==> src/rtl/ckm_pkg.sv <==
`timescale 1ns/1ps
package ckm_pkg;

    typedef enum logic [1:0] {
        SRC_MAIN = 2'd0,
        SRC_PLL  = 2'd1,
        SRC_SUB  = 2'd2
    } src_e;

    typedef enum logic [2:0] {
        ST_MAIN,
        ST_PLL,
        ST_SUB,
        ST_WAIT_PLL,
        ST_HOLD_PM,
        ST_HOLD_MS,
        ST_WAIT_OSC,
        ST_HOLD_PS
    } st_e;

    typedef struct packed {
        logic       pll_off;
        logic       sub_off;
        logic [2:0] ratio;
        logic [1:0] wsel;
    } cfg_t;

    localparam cfg_t CFG_RESET = '{pll_off: 1'b1, sub_off: 1'b1, ratio: 3'd0, wsel: 2'd0};
    localparam logic [2:0] RATIO_EXTRA = 3'd4;

    function automatic logic [2:0] resolve_ratio(input logic [2:0] r);
        return r[2] ? RATIO_EXTRA : {1'b0, r[1:0]};
    endfunction

    function automatic src_e wanted_src(input cfg_t c);
        if (!c.sub_off)      return SRC_SUB;
        else if (!c.pll_off) return SRC_PLL;
        else                 return SRC_MAIN;
    endfunction

    function automatic src_e src_of(input st_e s);
        case (s)
            ST_PLL, ST_HOLD_PM, ST_HOLD_PS: return SRC_PLL;
            ST_SUB, ST_WAIT_OSC:            return SRC_SUB;
            default:                        return SRC_MAIN;
        endcase
    endfunction

    function automatic logic wait_long_enough(input logic [1:0] w);
        return w[1];
    endfunction

endpackage

==> src/rtl/ckm_cfg_regs.sv <==
`timescale 1ns/1ps
module ckm_cfg_regs
    import ckm_pkg::*;
(
    input  logic clk,
    input  logic rst,
    input  logic wr,
    input  cfg_t wr_cfg,
    output cfg_t cfg_q,
    output src_e want,
    output logic wsel_ok
);
    always_ff @(posedge clk) begin
        if (rst)     cfg_q <= CFG_RESET;
        else if (wr) cfg_q <= wr_cfg;
    end

    always_comb begin
        want    = wanted_src(cfg_q);
        wsel_ok = wait_long_enough(cfg_q.wsel);
    end
endmodule

==> src/rtl/ckm_stab_timer.sv <==
`timescale 1ns/1ps
module ckm_stab_timer #(
    parameter int BASE_LOG2 = 3
) (
    input  logic       clk,
    input  logic       rst,
    input  logic       load,
    input  logic [1:0] wsel,
    output logic       done
);
    localparam int CNT_W = BASE_LOG2 + 4;
    localparam logic [CNT_W-1:0] ONE = CNT_W'(1);

    logic [CNT_W-1:0] cnt_q;
    logic [CNT_W-1:0] reload;

    always_comb reload = (ONE << (BASE_LOG2 + int'(wsel))) - ONE;

    always_ff @(posedge clk) begin
        if (rst)               cnt_q <= '0;
        else if (load)         cnt_q <= reload;
        else if (cnt_q != '0)  cnt_q <= cnt_q - ONE;
    end

    assign done = (cnt_q == '0);
endmodule

==> src/rtl/ckm_mode_fsm.sv <==
`timescale 1ns/1ps
module ckm_mode_fsm
    import ckm_pkg::*;
(
    input  logic       clk,
    input  logic       rst,
    input  src_e       want,
    input  logic       wsel_ok,
    input  logic [2:0] ratio_sel,
    input  logic       tmr_done,
    input  logic       sync_pm,
    input  logic       sync_ms,
    input  logic       sync_ps,
    output logic       tmr_load,
    output src_e       src_q,
    output logic [2:0] ratio_q,
    output logic       no_pll_q,
    output logic       no_sub_q,
    output logic       err_q
);
    st_e  st_q, st_n;
    logic dest_pll_q, dest_pll_n;
    logic take_ratio, err_n;

    always_comb begin
        st_n       = st_q;
        dest_pll_n = dest_pll_q;
        tmr_load   = 1'b0;
        take_ratio = 1'b0;
        err_n      = 1'b0;
        case (st_q)
            ST_MAIN: begin
                if (want == SRC_SUB) begin
                    st_n = ST_HOLD_MS;
                end else if (want == SRC_PLL) begin
                    st_n     = ST_WAIT_PLL;
                    tmr_load = 1'b1;
                end
            end
            ST_PLL: begin
                if (want == SRC_SUB)       st_n = ST_HOLD_PS;
                else if (want == SRC_MAIN) st_n = ST_HOLD_PM;
            end
            ST_SUB: begin
                if (want == SRC_MAIN) begin
                    st_n       = ST_WAIT_OSC;
                    tmr_load   = 1'b1;
                    dest_pll_n = 1'b0;
                end else if (want == SRC_PLL) begin
                    if (wsel_ok) begin
                        st_n       = ST_WAIT_OSC;
                        tmr_load   = 1'b1;
                        dest_pll_n = 1'b1;
                    end else begin
                        err_n = 1'b1;
                    end
                end
            end
            ST_WAIT_PLL: begin
                if (tmr_done) begin
                    st_n       = ST_PLL;
                    take_ratio = 1'b1;
                end
            end
            ST_WAIT_OSC: begin
                if (tmr_done) begin
                    st_n       = dest_pll_q ? ST_PLL : ST_MAIN;
                    take_ratio = dest_pll_q;
                end
            end
            ST_HOLD_PM: if (sync_pm) st_n = ST_MAIN;
            ST_HOLD_MS: if (sync_ms) st_n = ST_SUB;
            ST_HOLD_PS: if (sync_ps) st_n = ST_SUB;
            default:    st_n = ST_MAIN;
        endcase
    end

    always_ff @(posedge clk) begin
        if (rst) begin
            st_q       <= ST_MAIN;
            dest_pll_q <= 1'b0;
            src_q      <= SRC_MAIN;
            ratio_q    <= '0;
            no_pll_q   <= 1'b1;
            no_sub_q   <= 1'b1;
            err_q      <= 1'b0;
        end else begin
            st_q       <= st_n;
            dest_pll_q <= dest_pll_n;
            src_q      <= src_of(st_n);
            no_pll_q   <= (src_of(st_n) != SRC_PLL);
            no_sub_q   <= (src_of(st_n) != SRC_SUB);
            err_q      <= err_n;
            if (take_ratio) ratio_q <= resolve_ratio(ratio_sel);
        end
    end
endmodule

==> src/rtl/ckmode_ctrl.sv <==
`timescale 1ns/1ps
module ckmode_ctrl
    import ckm_pkg::*;
#(
    parameter int WAIT_BASE_LOG2 = 3
) (
    input  logic       clk,
    input  logic       rst,
    input  logic       cfg_wr,
    input  logic       cfg_pll_off,
    input  logic       cfg_sub_off,
    input  logic [2:0] cfg_ratio,
    input  logic [1:0] cfg_wait_sel,
    input  logic       sync_pll_main,
    input  logic       sync_main_sub,
    input  logic       sync_pll_sub,
    output logic [1:0] src_o,
    output logic [2:0] ratio_o,
    output logic       stat_no_pll_o,
    output logic       stat_no_sub_o,
    output logic       wait_err_o
);
    cfg_t cfg_in, cfg_q;
    src_e want, src_q;
    logic wsel_ok, tmr_load, tmr_done;

    assign cfg_in = '{pll_off: cfg_pll_off, sub_off: cfg_sub_off,
                      ratio: cfg_ratio, wsel: cfg_wait_sel};

    ckm_cfg_regs u_cfg (
        .clk(clk), .rst(rst), .wr(cfg_wr), .wr_cfg(cfg_in),
        .cfg_q(cfg_q), .want(want), .wsel_ok(wsel_ok)
    );

    ckm_stab_timer #(.BASE_LOG2(WAIT_BASE_LOG2)) u_tmr (
        .clk(clk), .rst(rst), .load(tmr_load), .wsel(cfg_q.wsel), .done(tmr_done)
    );

    ckm_mode_fsm u_fsm (
        .clk(clk), .rst(rst), .want(want), .wsel_ok(wsel_ok),
        .ratio_sel(cfg_q.ratio), .tmr_done(tmr_done),
        .sync_pm(sync_pll_main), .sync_ms(sync_main_sub), .sync_ps(sync_pll_sub),
        .tmr_load(tmr_load), .src_q(src_q), .ratio_q(ratio_o),
        .no_pll_q(stat_no_pll_o), .no_sub_q(stat_no_sub_o), .err_q(wait_err_o)
    );

    assign src_o = src_q;
endmodule

==> config.mk <==
export PLATFORM = sky130hd
export DESIGN_NAME = ckmode_ctrl
export DESIGN_NICKNAME = d
export VERILOG_FILES = /design/src/rtl/ckm_pkg.sv /design/src/rtl/ckm_cfg_regs.sv /design/src/rtl/ckm_stab_timer.sv /design/src/rtl/ckm_mode_fsm.sv /design/src/rtl/ckmode_ctrl.sv
export SDC_FILE = /design/constraint.sdc
export NUM_CORES = 1
export LEC_CHECK = 0
export ABC_AREA = 1
export BUFFER_PORTS_ARGS = -buffer_cell sky130_fd_sc_hd__buf_2
export CORE_ASPECT_RATIO = 0.6
export CORE_MARGIN = 5
export CORE_UTILIZATION = 59
export DETAILED_ROUTE_END_ITERATION = 12
export GPL_TIMING_DRIVEN = 1
export HOLD_SLACK_MARGIN = 0.15
export PLACE_DENSITY_LB_ADDON = 0.15
export SLEW_MARGIN = 20
export SYNTH_ARGS = -nofsm -noshare
export SYNTH_HDL_FRONTEND = slang
export SYNTH_SLANG_ARGS = --single-unit
export TNS_END_PERCENT = 10
==> constraint.sdc <==
create_clock -name clk -period 3.65 [get_ports clk]
set_clock_uncertainty 0.15 [all_clocks]
set_input_delay 0.365 -clock clk [delete_from_list [all_inputs] [get_ports clk]]
set_output_delay 0.365 -clock clk [all_outputs]
set_load 0.1 [all_outputs]
==> metrics <==
first-pass GRT wire length=~5 mm; Netlist Area Pre-Place=about 1300 sq um; final setup fails=0; DRC=0; placed cells=approximately 250; hold crit path type=input pin to flop; root buffer cell=clkbuf_8; CP max stage cell=dfxtp_1; Sum Neg Setup Slack=0 ns; Antenna Cells=0; worst skew pair latency=around 0.27 ns; outcome=complete, no violations; # nets final=around 240; worst-path cell chain=inv_2 > nor2_4 > nand3_4 > nand2_4 > nor2_1 > inv_1 > ha_1 > nand2_1 > inv_1 > nand3_2 > nor2_1 > nor2_1 > nor2_1; vias=approximately 1300; Crit Path Category=flop to flop; Worst-Margin Slew=just under 0.5 ns; number of global-route vias before repair=between 1000 and 1500; CORE AREA=between 2000 and 2500 sq um; Post-CTS Setup Bufs=0; Fin. Hold Viols=0; die area=3350 sq um; Tcrit/Tclk final=around 53%; max_cap viols=0; most frequent cells in the layout=nand2_1, nor2_1, inv_1; I/O pin cnt=21; Worst Path Arrival=~2.0 ns; initial antenna violation count=0; DIE HEIGHT=around 47 microns; total CTS buffers=3; crit end category=flop; die width=71.5 microns; share of cells above drive strength 1=between 10% and 20%; Finished Layout Cells=258; Seq/Total Area, Yosys=just under 40%; Ys Warns=0; crit path launch type=flop; Worst Hold Endpoint=u_cfg.cfg_q[3]$_SDFFE_PP0P_; async set-reset flop share out of synthesis=0%; DR iter-0 viols=205; R2R cell count=13; clock tree from TritonCTS=done; clock buffer depth=2; Hold Crit Depth=3; CTS HTree Levels=1; Top cell by count, worst path=nor2_1; power per cell area=883 nW/um^2; hpwl dp=approximately 2.4 mm; R2R Setup Slk=1.72 ns; Worst R2R End=u_tmr.cnt_q[6]$_SDFFE_PP0P_; Tot GR Track Use=19.6%; EDFF count, synth=0; Distinct cells, synth=20; pin count of the biggest net entering global routing=15; worst path required time=about 3.7 ns; peak supply drop=0.380 mV; Seq cells post-synth=26; gr ovfl total=0; gp weighted congestion=slightly above 0.9; DRT Wirelength=just over 3 mm; static leakage=0.817 nW; fin crit period=just under 2 ns; Area Growth Syn to Fin=14.6%; Rel. slew slack=about two thirds; worst reg2reg startpoint=u_cfg.cfg_q[5]$_SDFFE_PP1P_; wire per inst=roughly 12 microns; crit-path max FO=7; num rows=13; Num Clock Sinks=26; # port buffers=20; RSZ-0062 raised after global routing=false; dominant synthesized flop cell=dfxtp_1; drt pass-1 iters=4; Slowest Stage Delay on Critical Path=0.42 ns; number of vias per cell=5.11; most common cell after layout, fill and taps aside=nand2_1; Routed Antenna Nets=0; Worst-path clk slew=0.08 ns; Mapped Avg Cell Area=approximately 6.5 sq um; Synthesized Nets=roughly 220; max-slew violations=0; worst min-delay path startpoint=cfg_ratio[1]; starting density of the core=between 60% and 70%; Max Clk Rate=between 500 and 600 MHz; cell count after synthesis=between 200 and 250
-- metrics by stage --
step | util [%] | setup WS [ns] | total power [W] | cell area (sq um) | hold WS [ns]
3_3_place_gp | 67.9 | 1.78 | 0.00115 | 1470 | 0.297
3_5_place_dp | 67.9 | 1.78 | 0.00116 | 1470 | 0.303
4_1_cts | 70.9 | 1.74 | 0.00135 | 1530 | 0.167
6_report | 70.9 | 1.72 | 0.00135 | 1530 | 0.166
5_1_grt | 70.9 | 1.55 | 0.00146 | 1530 | 0.171
2_1_floorplan | - | 1.97 | 0.00102 | 1340 | 0.289
-- how the worst max path moves through the flow --
stage / endpoint / depth (start not counted) / slack [ns] / startpoint
after global routing: u_tmr.cnt_q[6]$_SDFFE_PP0P_ / 12 / 1.55 / u_cfg.cfg_q[5]$_SDFFE_PP1P_
after floorplan: u_tmr.cnt_q[4]$_SDFFE_PP0P_ / 14 / 1.97 / u_fsm.st_q[0]$_SDFF_PP0_
after detailed placement: u_tmr.cnt_q[2]$_SDFFE_PP0P_ / 11 / 1.78 / u_cfg.cfg_q[6]$_SDFFE_PP1P_
after CTS: u_tmr.cnt_q[4]$_SDFFE_PP0P_ / 12 / 1.74 / u_cfg.cfg_q[5]$_SDFFE_PP1P_
final: u_tmr.cnt_q[6]$_SDFFE_PP0P_ / 13 / 1.72 / u_cfg.cfg_q[5]$_SDFFE_PP1P_
after global placement: u_tmr.cnt_q[2]$_SDFFE_PP0P_ / 11 / 1.78 / u_cfg.cfg_q[6]$_SDFFE_PP1P_
-- synthesized netlist by cell type (3+ instances only) --
library cell / count / share of area [%]
a21oi_1: 11 / 4.1
dfxtp_1: 26 / 39
nand3_1: 16 / 6.0
nand4_1: 4 / 1.9
nor2_4: 3 / 2.5
inv_1: 28 / 7.9
nand2_2: 5 / 2.3
inv_2: 3 / 0.84
nand2_1: 49 / 14
nor2_1: 37 / 10
o21ai_0: 10 / 3.7
-- cells by family after synthesis --
logic type	count (synthesis)	share of synthesized area, %
and+or+nand+nor	121	41.9
buffers and inverters	34	9.72
DFF	26	38.9
AOI/OAI and AO/OA	23	8.60
adders and majority gates	1	0.934
-- routing by layer --
metal,track usage [%],vias up,share of wire (%)
li1,-,682,-
met5,0,-,0
met2,31.8,71,40
met1,25.5,555,45
met4,7.49,0,2.0
met3,5.56,10,13
-- registers in the layout, indices dropped and copies added (netlist names) --
| name | flops |
|---|---|
| u_cfg.cfg_q | 7 |
| u_tmr.cnt_q | 7 |
| u_fsm.ratio_q | 3 |
| u_fsm.st_q | 3 |
| u_fsm.src_q | 2 |
| u_fsm.dest_pll_q | 1 |
| u_fsm.err_q | 1 |
| u_fsm.no_pll_q | 1 |
| u_fsm.no_sub_q | 1 |
-- critical path, delay by kind of cell (launching register included) --
kind                     cells  cell delay (ns)
adder cells (fa/ha/maj)      1             0.17
buffers and inverters        3             0.29
flip-flops                   1             0.42
AND/OR/NAND/NOR              9             0.85
-- layout make-up --
class,instances,area (sq um)
repair buffers,21,110
flip-flops and latches,26,520
well taps,30,37.5
multi-input cells,145,688
fillers,191,629
clock buffers,4,55.1
inverters,32,123
-- power breakdown --
part	switching (W)	internal, W
combinational	0.000543	0.000215
sequential	0.0000574	0.000357
clock	0.0000849	0.0000964
-- what timing repair did --
| action | 4_1_cts | 5_1_grt |
|---|---|---|
| hold endpoints to repair | 1 | 0 |
| hold buffers | 1 | 0 |
| setup endpoints to repair | 0 | 0 |
| gates resized for setup | 0 | 0 |
Note: power is estimated with default switching activity, not from simulation.
